## config.mk

```make
export PLATFORM = sky130hd
export DESIGN_NAME = calclk_top
export DESIGN_NICKNAME = d
export VERILOG_FILES = /design/src/rtl/calclk_pkg.sv /design/src/rtl/calclk_divider.sv /design/src/rtl/calclk_timekeeper.sv /design/src/rtl/calclk_hostport.sv /design/src/rtl/calclk_top.sv
export SDC_FILE = /design/constraint.sdc
export NUM_CORES = 1
export LEC_CHECK = 0
export ABC_AREA = 1
export ABC_CLOCK_PERIOD_IN_PS = 4840
export BUFFER_PORTS_ARGS = -buffer_cell sky130_fd_sc_hd__buf_2
export CAP_MARGIN = 20
export CORE_ASPECT_RATIO = 0.7
export CORE_MARGIN = 3
export CORE_UTILIZATION = 40
export DETAILED_ROUTE_END_ITERATION = 6
export PLACE_DENSITY = 0.6
export SETUP_SLACK_MARGIN = 0.2
export SKIP_CTS_REPAIR_TIMING = 1
export SYNTH_ARGS = -nofsm -noshare
export SYNTH_HDL_FRONTEND = slang
export SYNTH_SLANG_ARGS = --single-unit
export TNS_END_PERCENT = 10
```

## constraint.sdc

```tcl
create_clock -name clk -period 4.84 [get_ports clk]
set_clock_uncertainty 0.1 [all_clocks]
set_input_delay 0.242 -clock clk [delete_from_list [all_inputs] [get_ports clk]]
set_output_delay 0.242 -clock clk [all_outputs]
set_load 0.03 [all_outputs]
```

## src/rtl/calclk_pkg.sv

```systemverilog
package calclk_pkg;

  localparam int FIELDS = 8;

  // Binary time of day and date; seconds occupy the low byte.
  typedef struct packed {
    logic [7:0] cen;
    logic [7:0] yr;
    logic [7:0] mon;
    logic [7:0] dom;
    logic [7:0] dow;
    logic [7:0] hr;
    logic [7:0] min;
    logic [7:0] sec;
  } tod_t;

  function automatic logic [7:0] to_ext(input logic [7:0] v, input logic bin);
    logic [7:0] tens, ones;
    tens = v / 8'd10;
    ones = v % 8'd10;
    return bin ? v : {tens[3:0], ones[3:0]};
  endfunction

  function automatic logic [7:0] from_ext(input logic [7:0] v, input logic bin);
    return bin ? v : (8'(v[7:4]) * 8'd10) + 8'(v[3:0]);
  endfunction

  function automatic logic [7:0] hour_out(input logic [7:0] h, input logic bin,
                                          input logic h24);
    logic [7:0] h12;
    if (h24) return to_ext(h, bin);
    h12 = ((h % 8'd12) == 8'd0) ? 8'd12 : (h % 8'd12);
    return to_ext(h12, bin) | {(h >= 8'd12), 7'b0};
  endfunction

  function automatic logic [7:0] hour_in(input logic [7:0] v, input logic bin,
                                         input logic h24);
    logic [7:0] t;
    if (h24) return from_ext(v, bin);
    t = from_ext({1'b0, v[6:0]}, bin);
    return (t % 8'd12) + (v[7] ? 8'd12 : 8'd0);
  endfunction

  function automatic logic is_leap(input logic [7:0] yr, input logic [7:0] cen);
    return (yr[1:0] == 2'b00) && ((yr != 8'd0) || (cen[1:0] == 2'b00));
  endfunction

  function automatic logic [7:0] month_len(input logic [7:0] mon, input logic [7:0] yr,
                                           input logic [7:0] cen);
    case (mon)
      8'd2:                      return is_leap(yr, cen) ? 8'd29 : 8'd28;
      8'd4, 8'd6, 8'd9, 8'd11:   return 8'd30;
      default:                   return 8'd31;
    endcase
  endfunction

  function automatic tod_t advance(input tod_t t);
    tod_t n;
    n = t;
    if (t.sec < 8'd59) n.sec = t.sec + 8'd1;
    else begin
      n.sec = 8'd0;
      if (t.min < 8'd59) n.min = t.min + 8'd1;
      else begin
        n.min = 8'd0;
        if (t.hr < 8'd23) n.hr = t.hr + 8'd1;
        else begin
          n.hr  = 8'd0;
          n.dow = (t.dow >= 8'd7) ? 8'd1 : t.dow + 8'd1;
          if (t.dom < month_len(t.mon, t.yr, t.cen)) n.dom = t.dom + 8'd1;
          else begin
            n.dom = 8'd1;
            if (t.mon < 8'd12) n.mon = t.mon + 8'd1;
            else begin
              n.mon = 8'd1;
              if (t.yr < 8'd99) n.yr = t.yr + 8'd1;
              else begin
                n.yr  = 8'd0;
                n.cen = (t.cen < 8'd99) ? t.cen + 8'd1 : 8'd0;
              end
            end
          end
        end
      end
    end
    return n;
  endfunction

endpackage

```

## src/rtl/calclk_divider.sv

```systemverilog
module calclk_divider #(
  parameter int TICKS_PER_SEC = 32768,
  parameter int UIP_TICKS     = 8
) (
  input  logic clk,
  input  logic rst_n,
  input  logic hold,
  input  logic run,
  output logic tick,
  output logic uip
);
  localparam int CW       = (TICKS_PER_SEC > 2) ? $clog2(TICKS_PER_SEC) : 1;
  localparam int LAST     = TICKS_PER_SEC - 1;
  localparam int HALF     = TICKS_PER_SEC / 2;
  localparam int UIP_FROM = TICKS_PER_SEC - UIP_TICKS;

  logic [CW-1:0] cnt;

  always_ff @(posedge clk) begin
    if (!rst_n)                  cnt <= '0;
    else if (hold)               cnt <= CW'(HALF);
    else if (cnt == CW'(LAST))   cnt <= '0;
    else                         cnt <= cnt + 1'b1;
  end

  assign tick = run && (cnt == CW'(LAST));
  assign uip  = run && (cnt >= CW'(UIP_FROM));
endmodule

```

## src/rtl/calclk_timekeeper.sv

```systemverilog
module calclk_timekeeper
  import calclk_pkg::*;
(
  input  logic       clk,
  input  logic       rst_n,
  input  logic       step,
  input  logic       fld_we,
  input  logic [2:0] fld_sel,
  input  logic [7:0] fld_val,
  output tod_t       tod
);
  tod_t nxt;

  always_comb begin
    nxt = step ? advance(tod) : tod;
    if (fld_we) nxt[fld_sel*8 +: 8] = fld_val;
  end

  always_ff @(posedge clk) begin
    if (!rst_n) tod <= '{cen: 8'd20, yr: 8'd0, mon: 8'd1, dom: 8'd1, dow: 8'd7,
                         hr: 8'd0, min: 8'd0, sec: 8'd0};
    else        tod <= nxt;
  end
endmodule

```

## src/rtl/calclk_hostport.sv

```systemverilog
module calclk_hostport
  import calclk_pkg::*;
(
  input  logic       clk,
  input  logic       rst_n,
  input  logic       addr_odd,
  input  logic       wr_en,
  input  logic       rd_en,
  input  logic [7:0] wdata,
  input  tod_t       tod,
  input  logic       uip,
  output logic [7:0] rdata,
  output logic [6:0] ctl_a,
  output logic [7:0] ctl_b,
  output logic       fld_we,
  output logic [2:0] fld_sel,
  output logic [7:0] fld_val
);
  localparam logic [6:0] IDX_A = 7'd8;
  localparam logic [6:0] IDX_B = 7'd9;
  localparam logic [6:0] IDX_C = 7'd10;
  localparam logic [6:0] IDX_D = 7'd11;

  logic [6:0] idx;
  logic [7:0] rd_mux;
  logic       bin, h24, data_wr;

  assign bin     = ctl_b[2];
  assign h24     = ctl_b[1];
  assign data_wr = wr_en && addr_odd;
  assign fld_we  = data_wr && (idx < 7'(FIELDS));
  assign fld_sel = idx[2:0];
  assign fld_val = (idx == 7'd2) ? hour_in(wdata, bin, h24) : from_ext(wdata, bin);

  always_comb begin
    if (!addr_odd)                rd_mux = 8'hFF;
    else if (idx == 7'd2)         rd_mux = hour_out(tod.hr, bin, h24);
    else if (idx < 7'(FIELDS))    rd_mux = to_ext(tod[idx[2:0]*8 +: 8], bin);
    else begin
      case (idx)
        IDX_A:   rd_mux = {uip, ctl_a};
        IDX_B:   rd_mux = ctl_b;
        IDX_C:   rd_mux = 8'h00;
        IDX_D:   rd_mux = 8'h80;
        default: rd_mux = 8'h00;
      endcase
    end
  end

  always_ff @(posedge clk) begin
    if (!rst_n) begin
      idx   <= '0;
      ctl_a <= 7'h26;
      ctl_b <= 8'h02;
      rdata <= 8'h00;
    end else begin
      if (wr_en && !addr_odd) idx <= wdata[6:0];
      if (data_wr && idx == IDX_A) ctl_a <= wdata[6:0];
      if (data_wr && idx == IDX_B) ctl_b <= wdata[7] ? (wdata & 8'hEF) : wdata;
      if (rd_en) rdata <= rd_mux;
    end
  end
endmodule

```

## src/rtl/calclk_top.sv

```systemverilog
module calclk_top
  import calclk_pkg::*;
#(
  parameter int TICKS_PER_SEC = 32768,
  parameter int UIP_TICKS     = 8
) (
  input  logic       clk,
  input  logic       rst_n,
  input  logic       addr_odd,
  input  logic       wr_en,
  input  logic       rd_en,
  input  logic [7:0] wdata,
  output logic [7:0] rdata,
  output logic       sec_pulse
);
  tod_t       tod;
  logic [6:0] ctl_a;
  logic [7:0] ctl_b;
  logic       fld_we, uip, running, div_hold;
  logic [2:0] fld_sel;
  logic [7:0] fld_val;

  assign div_hold = &ctl_a[6:5];
  assign running  = !ctl_b[7] && (ctl_a[6:4] <= 3'b010);

  calclk_divider #(.TICKS_PER_SEC(TICKS_PER_SEC), .UIP_TICKS(UIP_TICKS)) u_div (
    .clk(clk), .rst_n(rst_n), .hold(div_hold), .run(running),
    .tick(sec_pulse), .uip(uip)
  );

  calclk_timekeeper u_tk (
    .clk(clk), .rst_n(rst_n), .step(sec_pulse), .fld_we(fld_we),
    .fld_sel(fld_sel), .fld_val(fld_val), .tod(tod)
  );

  calclk_hostport u_hp (
    .clk(clk), .rst_n(rst_n), .addr_odd(addr_odd), .wr_en(wr_en), .rd_en(rd_en),
    .wdata(wdata), .tod(tod), .uip(uip), .rdata(rdata), .ctl_a(ctl_a),
    .ctl_b(ctl_b), .fld_we(fld_we), .fld_sel(fld_sel), .fld_val(fld_val)
  );
endmodule

```

# Yosys cells after proc, flatten, opt, wreduce, memory -nomap -nowiden
# Cells that the tools add are included.
# classes
addsub,13
mul,2
div,8
magnitude_cmp,12
n_eq_ne,10
shift,3
muxes,44
n_bitwise,2
n_reduce_logical,19
# op_table
op,count
two-way mux 8 bit,27
two-way mux 64 bit,2
"adder 8 x 1 -> 8 bit, second input constant",8
bitwise mux 64 bit,1
"variable shift 8 x 34 -> 64 bit, first input constant",1
indexed part select 64 x 7 -> 8 bit,1
indexed part select 8 x 34 -> 64 bit,1
two-way mux 56 bit,1
two-way mux 48 bit,1
"modulo 8 x 4 -> 8 bit, second input constant",5
two-way mux 40 bit,1
negation 6 -> 34 bit,1
two-way mux 15 bit,2
"divider 8 x 4 -> 8 bit, second input constant",3
two-way mux 24 bit,1
case mux 8 bit (3 select lines),1
"== test 7 x 4 -> 1 bit, second input constant",3
"== test 8 x 3 -> 1 bit, second input constant",2
"== test 8 x 4 -> 1 bit, second input constant",2
"< comparator 8 x 6 -> 1 bit, second input constant",2
"< comparator 8 x 7 -> 1 bit, second input constant",2
two-way mux 16 bit,1
case mux 8 bit (2 select lines),1
"adder 15 x 1 -> 15 bit, second input constant",1
29 further kinds,42
# word_totals
register_bits,109
elab_cells,127

# Depth between registers and ports, before layout
# Gate-level depths: netlist of the first run.
# depth
depth_word,16
mapped_depth,33

# Cells and area by module
# A second synthesis of the first run with hierarchy kept.
# unflattened
hier_cells,1352
area_unflattened_um2,8575.7
# by_module_without_submodules
mod,instances,cells_per_inst,area_per_inst_um2,seq_area_each_um2
calclk_timekeeper,1,597,4047.6,1281.2
calclk_hostport,1,640,3727.3,600.6
calclk_divider,1,109,778.2,300.3
calclk_top,1,6,22.5,0.0

# Least setup slack after synthesis of the first run
# Ideal clock, no wire load.
# synth_timing
path_type,input-to-reg
from,in wdata[4]
to,reg u_tk.tod[11] (netlist name)
setup_time_ps,86
arrival_time_ps,3776
required_ps,4654
path_slack_ps,878
path_stages,24
path_buffers,0
path_cell_list,ha_1 > ha_1 > nand2_1 > a21oi_2 > xor2_1 > a21oi_1 > nor3_1 > inv_1 > o21ai_1 > nand2_1 > nand2_1 > nand2_1 > nand2_1 > inv_1 > ha_1 > inv_1 > nand2_1 > xor2_1 > ha_1 > inv_1 > fa_1 > o21ai_0 > nand3_1 > a211oi_1
# synth_via
elab_chain_cells,10
word_cells_on_any_way,14
cone_classes,add/sub (3); mul (2); div (1); shift (1); mux (7)
# synth_lines
item,line,source
from (decl),calclk_top.sv:12,"input logic [7:0] wdata,"
multiplier 3 x 3 -> 6 bit,calclk_pkg.sv:25,return bin ? v : (8'(v[7:4]) * 8'd10) + 8'(v[3:0]);
adder 7 x 4 -> 8 bit,calclk_pkg.sv:25,
two-way mux 8 bit,calclk_pkg.sv:25,
modulo 8 x 4 -> 8 bit,calclk_pkg.sv:41,return (t % 8'd12) + (v[7] ? 8'd12 : 8'd0);
adder 8 bit,calclk_pkg.sv:41,
two-way mux 8 bit,calclk_pkg.sv:40,"t = from_ext({1'b0, v[6:0]}, bin);"
two-way mux 8 bit *,calclk_hostport.sv:33,"assign fld_val = (idx == 7'd2) ? hour_in(wdata, bin, h24) : from_ext(wdata, bin);"
indexed part select 8 x 34 -> 64 bit *,calclk_timekeeper.sv:16,if (fld_we) nxt[fld_sel*8 +: 8] = fld_val;
bitwise mux 64 bit *,calclk_timekeeper.sv:16,
two-way mux 64 bit *,calclk_timekeeper.sv:16,
# Mark *: on every way between the ends. The rest lies on a longest branch, timed or not. The select of a mux whose other input is x is not followed.
# A chain may end at the register's enable or synchronous reset.

# Worst setup path after layout of the first run
# layout_timing
from,in wdata[4]
to,reg u_tk.tod[51] (netlist name)
# layout_via
elab_chain_cells,10
word_cells_on_any_way,14
cone_classes,add/sub (3); mul (2); div (1); shift (1); mux (7)
# layout_lines
item,line
multiplier 3 x 3 -> 6 bit,calclk_pkg.sv:25
adder 7 x 4 -> 8 bit,calclk_pkg.sv:25
two-way mux 8 bit,calclk_pkg.sv:25
modulo 8 x 4 -> 8 bit,calclk_pkg.sv:41
adder 8 bit,calclk_pkg.sv:41
two-way mux 8 bit,calclk_pkg.sv:40
two-way mux 8 bit *,calclk_hostport.sv:33
indexed part select 8 x 34 -> 64 bit *,calclk_timekeeper.sv:16
bitwise mux 64 bit *,calclk_timekeeper.sv:16
two-way mux 64 bit *,calclk_timekeeper.sv:16
# Marked as above.

==> results of run 1 <==
worst paths after layout:
check        cells past startpoint                          to  slack, ps                        from
min                              3  u_hp.ctl_a[1]$_SDFFE_PN1P_         80                    wdata[1]
max                             29     u_tk.tod[51]$_SDFF_PN0_        560                    wdata[4]
min reg2reg                      2  u_hp.ctl_b[5]$_SDFFE_PN0P_        360  u_hp.ctl_b[5]$_SDFFE_PN0P_
max reg2reg                     20     u_tk.tod[53]$_SDFF_PN0_        880     u_div.cnt[0]$_SDFF_PP0_
layer usage:
metal	part of all wire	wire, um	vias up
met2	0.37	10400	399
met4	0.0088	250	0
met5	0	0	-
met1	0.50	14300	4147
li1	-	-	4500
met3	0.12	3390	21
cells by family after synthesis:
logic type / Yosys count / share of synthesized area
compound gates: 331 / 0.227
xor+xnor: 25 / 0.0259
fa+ha+maj: 41 / 0.0633
buf+inv: 242 / 0.113
flops: 109 / 0.258
simple gates: 594 / 0.313
placed cells by master, fill, tap and decap left out, types with 20 or more instances in the layout:
cell      netlist  layout
dfxtp_1       109     108
o21ai_0       101     100
nand3_1        99      97
inv_1         184     184
nor3_1         25      25
buf_2           9      21
nor2_1        105     105
nand2_1       289     289
a21oi_1       118     118
o211ai_1       20      20
ha_1           38      38
stage by stage:
stage / util / area, sq um / std cells / hold WS, ps / power, mW
3_3_place_gp: 0.433 / 8790 / 1605 / 343 / 1.57
4_1_cts: 0.448 / 9080 / 1621 / 67.9 / 2.33
5_1_grt: 0.449 / 9100 / 1621 / 109 / 2.46
3_5_place_dp: 0.433 / 8790 / 1605 / 351 / 1.58
2_1_floorplan: - / 8460 / 1342 / 272 / 1.43
6_report: 0.449 / 9100 / 1621 / 80.9 / 2.33
layout make-up:
cell class | count | area (sq um)
clock buffers | 9 | 225
clock inverters | 7 | 68.8
fillers | 2179 | 11200
inverters | 204 | 771
multi-input cells | 991 | 5330
flip-flops and latches | 109 | 2180
well taps | 270 | 338
repair buffers | 31 | 180
report_power, final:
part | total (mW) | internal (mW) | switching [mW]
clock | 0.755 | 0.363 | 0.392
combinational | 0.640 | 0.202 | 0.438
sequential | 0.933 | 0.914 | 0.0194
total | 2.33 | 1.48 | 0.850
worst register-to-register path, cell delays in order, from the launching register on:
cell	delay (ps)
dfxtp_1	380
ha_1	180
nand2_1	70
nor2_1	130
inv_1	100
nor2_1	230
nand4_1	150
nor2_1	240
inv_1	60
nor2_1	400
inv_1	270
nor2_1	140
inv_1	90
nor2_1	240
inv_1	160
nor2_1	370
inv_1	240
nand3_1	140
nand2_1	50
nand2_1	60
a21oi_1	40
state kept, by name, summed over array words and instances (netlist names):
register / flops
u_hp.ctl_b: 8
u_tk.tod: 64
u_hp.idx: 7
u_hp.ctl_a: 7
u_div.cnt: 15
u_hp.rdata: 8
==> metrics.md, run 1 <==
| Metric | Value |
|---|---|
| DPL Wire Length | `22000 um` |
| Post-synth ARST share | `0` |
| Pre-antenna DRT Iters | `7` |
| Pre-CTS setup slack | `between 60 and 70 ps` |
| Die Ht | `between 100 and 150 um` |
| Setup violators final | `0` |
| Max-slew headroom | `0.418` |
| Remaining DRCs | `7` |
| Die Footprint | `around 23000 sq um` |
| Area leader, netlist | `dfxtp_1` |
| WP data arrival | `4460 ps` |
| Startpoint types | `primary input` |
| First-pass GRT wire length | `roughly 45000 um` |
| Number of synthesized flops with an enable pin | `0` |
| Final antenna-violating net count | `0` |
| Max Freq | `between 0.2 and 0.25 GHz` |
| Final GP Congestion | `between 0.9 and 1` |
| Routed WL per cell | `17.5 um` |
| Area share of the largest cell type after synthesis | `0.258` |
| CP max-delay cell | `fa_1` |
| CP most frequent cell | `nand2_1` |
| CTS tree | `done` |
| Max_cap viols | `0` |
| Ant diodes | `0` |
| Max clock buf depth | `2` |
| Die width | `around 180 um` |
| RSZ-0062 raised after global routing | `yes` |
| Number of global-route vias before repair | `roughly 8000` |
| Crit path kind | `in2reg` |
| Total GRT Usage | `0.244` |
| Yosys reg bits | `between 100 and 150` |
| # IOs | `22` |
| H-tree depth | `3` |
| Yosys cell types | `between 50 and 60` |
| CTS Buf Count | `9` |
| Via/cell ratio | `around 5.6` |
| Total congestion overflow | `0` |
| Req. time, crit path | `approximately 5000 ps` |
| Endpoint class of the critical path | `flop` |
| Final worst slack | `around 560 ps` |
| Post-Route Setup TNS | `0 ps` |
| GR Util met3 | `0.0740` |
| Layout cells sized above 1 | `0.0851` |
| Dominant synthesized flop cell | `dfxtp_1` |
| Final net count | `1400` |
| Synthesized instance count | `about 1300` |
| Area contributors post-synth | `dfxtp_1 (26%), nand2_1 (13%), inv_1 (8.2%), a21oi_1 (7.0%), o21ai_0 (6.0%)` |
| CTS Root Cell | `clkbuf_16` |
| Count leader, synth | `nand2_1` |
| Worst slew pin tran | `around 870 ps` |
| Initial antenna violation count | `0` |
| Peak supply drop | `about 0.00019 V` |
| Worst hold path type | `in2reg` |
| Sequential area share after synthesis | `0.258` |
| Starting density of the core | `0.417` |
| Input/output buffers | `21` |
| Synth top cells by count | `nand2_1 (289), inv_1 (184), a21oi_1 (118)` |
| Detailed Route Iter0 Violations | `roughly 1100` |
| Clock-pin slew on the worst setup and hold paths | `approximately 80 ps` |
| Status | `finished with violations` |
| Post-Syn Area per Cell | `roughly 6.3 sq um` |
| Highest cell delay on the worst timing path | `400 ps` |
| Slew Viols, Final | `0` |
| Final Hold Viols | `0` |
| Busiest metal layer after global routing | `met1` |
| Synth warn | `0` |
| GR Util met2 | `0.319` |
| Failing checks | `DRC` |
| LEAKAGE | `a little over 4 nW` |
| Largest delay share family, worst path | `adder cells` |
| Grt met1 use | `0.388` |
| Tcrit/Tclk final | `0.884` |
| Pin count of the biggest net entering global routing | `39` |
| PD cells | `256 nW/um^2` |
| Clock Sinks | `109` |
| Worst path bufs/invs | `6` |
| Clock latency on the worst-skew pair | `about 370 ps` |
| Row cnt | `43` |
| Synth-to-Final Area Change | `7.56%` |
| Core area | `just over 20000 sq um` |
| Final min period | `about 4300 ps` |
| Syn_nets | `between 1000 and 1500` |
| Via count | `9067` |
| Cell area after synthesis | `~8500 sq um` |
| Final wirelength | `about 28000 um` |
| Crit path max fanout | `7` |
Power figures use the tool's default switching activity.
==> run 2, diff against run 1 <==
Settings changed: CELL_PAD_IN_SITES_DETAIL_PLACEMENT set to 2, CELL_PAD_IN_SITES_GLOBAL_PLACEMENT set to 2, CORE_ASPECT_RATIO 0.7 to 1.75, CORE_UTILIZATION 40 to 35, PLACE_DENSITY 0.6 to 0.86.
==> metrics.md, run 2 (synthesized netlist as in run 1, its figures left out) <==
| Metric | Value |
|---|---|
| Status | `finished, final reports clean (was finished with violations)` |
| Total congestion overflow | `0 (unchanged)` |
| Largest regs | `u_tk.tod (64), u_div.cnt (15) (unchanged)` |
| Die Footprint | `26100 sq um (was 23000 sq um)` |
| Pre-antenna DRT Iters | `5 (was 7)` |
| R2R Setup Slk | `730 ps (was 880 ps)` |
| Final wirelength | `39000 um (was 28400 um)` |
| Clock-pin slew on the worst setup and hold paths | `90 ps (was 80 ps)` |
| RSZ-0062 raised after global routing | `yes (unchanged)` |
| Final GP Congestion | `0.934 (was 0.997)` |
| Max FFs per register | `64 (unchanged)` |
| Placed Area | `8890 sq um (was 8790 sq um)` |
| Routed WL per cell | `23.5 um (was 17.5 um)` |
| Synth-to-Final Area Change | `9.33% (was 7.56%)` |
| Critical R2R Capture | `u_tk.tod[60]$_SDFF_PN1_ (was u_tk.tod[53]$_SDFF_PN0_)` |
| Pin count of the biggest net entering global routing | `47 (was 39)` |
| Row cnt | `74 (was 43)` |
| Max clock buf depth | `2 (unchanged)` |
| Crit path kind | `in2reg (unchanged)` |
| PD cells | `265 nW/um^2 (was 256 nW/um^2)` |
| Most common cell after layout, fill and taps aside | `nand2_1 (unchanged)` |
| Worst r2r path cells | `20 (unchanged)` |
| Overall Power | `2.45 mW (was 2.33 mW)` |
| Die Ht | `212 um (was 128 um)` |
| Post-Layout Inst Area | `9250 sq um (was 9100 sq um)` |
| R2r startpoint | `u_div.cnt[0]$_SDFF_PP0_ (unchanged)` |
| Endpoint class of the critical path | `flop (unchanged)` |
| CTS tree | `done (unchanged)` |
| Setup violators final | `0 (unchanged)` |
| Via count | `9752 (was 9067)` |
| Final min period | `4300 ps (was 4280 ps)` |
| Fill cells | `2960 (was 2179)` |
| Hold path cells | `3 (unchanged)` |
| Hold EP | `u_hp.idx[3]$_SDFFE_PN0P_ (was u_hp.ctl_a[1]$_SDFFE_PN1P_)` |
| Die width | `124 um (was 180 um)` |
| Detailed Route Iter0 Violations | `450 (was 1107)` |
| Input/output buffers | `21 (unchanged)` |
| Via/cell ratio | `5.86 (was 5.59)` |
| DPL Wire Length | `30100 um (was 22000 um)` |
| Placed cells | `1646 (was 1605)` |
| Initial antenna violation count | `0 (unchanged)` |
| Remaining DRCs | `0 (was 7)` |
| Worst hold path type | `in2reg (unchanged)` |
| Starting density of the core | `0.358 (was 0.417)` |
| Tcrit/Tclk final | `0.889 (was 0.884)` |
| Final worst slack | `539 ps (was 561 ps)` |
| Peak supply drop | `0.000205 V (was 0.000191 V)` |
| Final antenna-violating net count | `0 (unchanged)` |
| Total GRT Usage | `0.308 (was 0.244)` |
| Layout cells sized above 1 | `0.0964 (was 0.0851)` |
| CTS Buf Count | `9 (unchanged)` |
| Clock Sinks | `109 (unchanged)` |
| Final net count | `1408 (was 1400)` |
| Pre-CTS setup slack | `-68.9 ps (was 61.4 ps)` |
| Core area | `23600 sq um (was 20300 sq um)` |
| Final Hold Viols | `0 (unchanged)` |
| Startpoint types | `primary input (unchanged)` |
| Ant diodes | `0 (unchanged)` |
| CTS Root Cell | `clkbuf_16 (unchanged)` |
| Commonest cells after routing, fill and taps aside | `nand2_1 (289), inv_1 (183), a21oi_1 (117) (was nand2_1 (289), inv_1 (184), a21oi_1 (118))` |
| Hold path startpoint | `wdata[3] (was wdata[1])` |
| Number of global-route vias before repair | `10900 (was 8137)` |
| Max_cap viols | `0 (unchanged)` |
| Max-slew headroom | `0.310 (was 0.418)` |
| Worst slew pin tran | `1030 ps (was 866 ps)` |
| Crit path max fanout | `8 (was 7)` |
| Biggest register | `u_tk.tod (unchanged)` |
| First-pass GRT wire length | `61300 um (was 45200 um)` |
| H-tree depth | `3 (unchanged)` |
| # IOs | `22 (unchanged)` |
| WP data arrival | `4520 ps (was 4460 ps)` |
| Slew Viols, Final | `0 (unchanged)` |
| LEAKAGE | `4.10 nW (was 4.04 nW)` |
| Req. time, crit path | `5050 ps (was 5030 ps)` |
| Clock latency on the worst-skew pair | `390 ps (was 370 ps)` |
| Max Freq | `0.232 GHz (was 0.234 GHz)` |
| Finished Layout Cells | `1663 (was 1621)` |
[run 2: worst max-delay path, stage by stage]
cell	delay, ps
clkbuf_4	160
ha_1	300
ha_1	360
nand2_1	140
a21oi_2	190
xor2_1	160
a21oi_1	110
nor3_2	170
inv_1	100
o21ai_1	170
nand2_1	90
nand2_1	70
nand2_1	70
nand2_1	90
inv_1	60
ha_1	190
inv_1	100
nand2_1	110
xor2_1	170
ha_1	200
inv_1	70
fa_1	420
o21ai_1	140
buf_4	150
nand3_1	130
inv_2	120
nand2_1	70
a21oi_2	160
[run 2: cell type report]
class	count	area (sq um)	area share
Clock inverter	5	57.6	0.00622
Sequential cell	109	2180	0.236
Timing Repair Buffer	39	243	0.0262
Inverter	204	771	0.0833
Clock buffer	11	243	0.0262
Tap cell	304	380	0.0411
Multi-Input combinational cell	991	5370	0.581
[run 2: metal layers]
layer,vias to the layer above,GRT usage,part of all wire
met5,-,0,0
met3,165,0.0361,0.032
met1,4809,0.312,0.35
met2,274,0.546,0.52
met4,0,0.262,0.099
li1,4504,-,-
[run 2: power breakdown]
group	switching [mW]	internal (mW)
clock	0.386	0.418
sequential	0.0216	0.914
combinational	0.499	0.212
[run 2: through the flow]
stage,hold WS [ps],TNS [ps],utilization
finish,106,0,0.392
global route,118,0,0.392
CTS,94.9,0,0.389
global placement,343,0,0.376
floorplan,272,0,-
detailed placement,357,-99.6,0.376
[run 2: worst max path at each step]
stage / startpoint / slack (ps) / to / cells after the start
2_1_floorplan: wdata[4] / 880 / u_tk.tod[11]$_SDFF_PN0_ / 24
3_3_place_gp: wdata[6] / 340 / u_tk.tod[28]$_SDFF_PN0_ / 27
3_5_place_dp: wdata[6] / -70 / u_tk.tod[44]$_SDFF_PN0_ / 26
4_1_cts: wdata[6] / 240 / u_tk.tod[44]$_SDFF_PN0_ / 26
5_1_grt: wdata[6] / 170 / u_tk.tod[51]$_SDFF_PN0_ / 30
6_report: wdata[6] / 540 / u_tk.tod[51]$_SDFF_PN0_ / 28
==> run 3, diff against run 2 <==
Settings changed: RECOVER_POWER set to 100.
==> metrics.md, run 3 (synthesized netlist as in run 1, its figures left out) <==
| Metric | Value |
|---|---|
| Status | `finished with violations (was finished, final reports clean)` |
| Failing checks | `capacitance limit, slew limit` |
| Most common cell after layout, fill and taps aside | `nand2_1 (unchanged)` |
| Final wirelength | `39000 um (about the same)` |
| DPL Wire Length | `30100 um (unchanged)` |
| Input/output buffers | `21 (unchanged)` |
| Die width | `124 um (unchanged)` |
| Crit path kind | `reg2reg (was in2reg)` |
| CTS Buf Count | `9 (unchanged)` |
| Max_cap viols | `1 (was 0)` |
| Synth-to-Final Area Change | `8.58% (was 9.33%)` |
| Starting density of the core | `0.358 (unchanged)` |
| Startpoint types | `flop (was primary input)` |
| Crit path max fanout | `9 (was 8)` |
| Tcrit/Tclk final | `0.919 (was 0.889)` |
| Finished Layout Cells | `1663 (unchanged)` |
| Max Freq | `0.225 GHz (was 0.232 GHz)` |
| Placed cells | `1646 (unchanged)` |
| Core area | `23600 sq um (unchanged)` |
| Final Core Density | `0.389 (was 0.392)` |
| WP data arrival | `4660 ps (was 4520 ps)` |
| H-tree depth | `3 (unchanged)` |
| Total congestion overflow | `0 (unchanged)` |
| Clock Sinks | `109 (unchanged)` |
| First-pass GRT wire length | `61300 um (unchanged)` |
| CTS tree | `done (unchanged)` |
| Pre-antenna DRT Iters | `4 (was 5)` |
| Post-Layout Inst Area | `9190 sq um (was 9250 sq um)` |
| Max FFs per register | `64 (unchanged)` |
| CTS Root Cell | `clkbuf_16 (unchanged)` |
| Worst slew pin tran | `2180 ps (was 1030 ps)` |
| Placed Area | `8890 sq um (unchanged)` |
| Setup violators final | `0 (unchanged)` |
| Via count | `9748 (was 9752)` |
| Largest delay share family, worst path | `simple AND/OR/NAND/NOR gates (was adder cells)` |
| Total GRT Usage | `0.308 (unchanged)` |
| Max-slew headroom | `-0.456 (was 0.310)` |
| Ant diodes | `0 (unchanged)` |
| Layout cells sized above 1 | `0.0795 (was 0.0964)` |
| Via/cell ratio | `5.86 (about the same)` |
| Final antenna-violating net count | `0 (unchanged)` |
| PD cells | `266 nW/um^2 (was 265 nW/um^2)` |
| Pre-CTS setup slack | `-68.9 ps (unchanged)` |
| Endpoint class of the critical path | `flop (unchanged)` |
| Commonest cells after routing, fill and taps aside | `nand2_1 (290), inv_1 (184), a21oi_1 (117) (was nand2_1 (289), inv_1 (183), a21oi_1 (117))` |
| Highest cell delay on the worst timing path | `710 ps (was 420 ps)` |
| # IOs | `22 (unchanged)` |
| Crit-path cells | `ha_1 > nand2_1 > nor2_1 > nand2_1 > nor3_1 > nand2_1 > nor2_1 > inv_2 > nor2_2 > inv_2 > nor2_1 > buf_4 > inv_2 > nor2_2 > inv_1 > nor2_1 > o21ai_0 > nand2_1 > o211ai_1 > inv_1` |
| Slew Viols, Final | `47 (was 0)` |
| LEAKAGE | `4.04 nW (was 4.10 nW)` |
| Row cnt | `74 (unchanged)` |
| Pin count of the biggest net entering global routing | `47 (unchanged)` |
| Post-Route Setup TNS | `0 ps (unchanged)` |
| Final net count | `1408 (unchanged)` |
| Max clock buf depth | `2 (unchanged)` |
| RSZ-0062 raised after global routing | `yes (unchanged)` |
| Number of global-route vias before repair | `10900 (unchanged)` |
| Detailed Route Iter0 Violations | `466 (was 450)` |
| Initial antenna violation count | `0 (unchanged)` |
| R2R Setup Slk | `390 ps (was 730 ps)` |
| Final Hold Viols | `0 (unchanged)` |
| Clock-pin slew on the worst setup and hold paths | `80 ps (was 90 ps)` |
| Final min period | `4450 ps (was 4300 ps)` |
| Die Footprint | `26100 sq um (unchanged)` |
| Worst hold path type | `in2reg (unchanged)` |
| Final worst slack | `394 ps (was 539 ps)` |
| Worst path bufs/invs | `6 (was 7)` |
| Routed WL per cell | `23.4 um (was 23.5 um)` |
| Remaining DRCs | `0 (unchanged)` |
| Die Ht | `212 um (unchanged)` |
| Biggest register | `u_tk.tod (unchanged)` |
| Req. time, crit path | `5050 ps (about the same)` |
| CP max-delay cell | `nor2_1 (was fa_1)` |
| Clock latency on the worst-skew pair | `380 ps (was 390 ps)` |
| Peak supply drop | `0.000204 V (was 0.000205 V)` |
| Largest regs | `u_tk.tod (64), u_div.cnt (15) (unchanged)` |
| Final GP Congestion | `0.934 (unchanged)` |
-- run 3: through the flow --
step / hold WS, ps / power, mW
global route: 118 / 2.57
global placement: 343 / 1.61
detailed placement: 357 / 1.65
floorplan: 272 / 1.43
CTS: 94.9 / 2.45
finish: 99.8 / 2.44
-- run 3: worst paths after layout --
path,cells after the start,start,to
min,3,wdata[3],u_hp.idx[3]$_SDFFE_PN0P_
min reg2reg,2,u_hp.ctl_b[5]$_SDFFE_PN0P_,u_hp.ctl_b[5]$_SDFFE_PN0P_
max,20,u_div.cnt[0]$_SDFF_PP0_,u_tk.tod[48]$_SDFF_PN0_
max reg2reg,20,u_div.cnt[0]$_SDFF_PP0_,u_tk.tod[48]$_SDFF_PN0_
-- run 3: layer usage --
metal  track usage  part of all wire
met1         0.312              0.35
met2         0.546              0.52
met3        0.0361             0.033
met4         0.262             0.099
met5             0                 0
-- run 3: final cells by class --
cell class / instances / area [sq um]
fillers: 2977 / 14400
repair buffers: 39 / 211
multi-input cells: 991 / 5340
clock buffers: 11 / 243
well taps: 304 / 380
flip-flops and latches: 109 / 2180
clock inverters: 5 / 57.6
inverters: 204 / 771
-- run 3: report_power, final --
group / internal [mW] / switching (mW)
clock network: 0.418 / 0.384
registers: 0.914 / 0.0218
logic: 0.209 / 0.496
-- run 3: worst register-to-register path: cells and delay by family (launching register included) --
family / cells / cell delay [ps]
flip-flops: 1 / 400
AO/OA/AOI/OAI: 2 / 180
buffers and inverters: 6 / 1050
adder cells (fa/ha/maj): 1 / 200
AND/OR/NAND/NOR: 11 / 2450
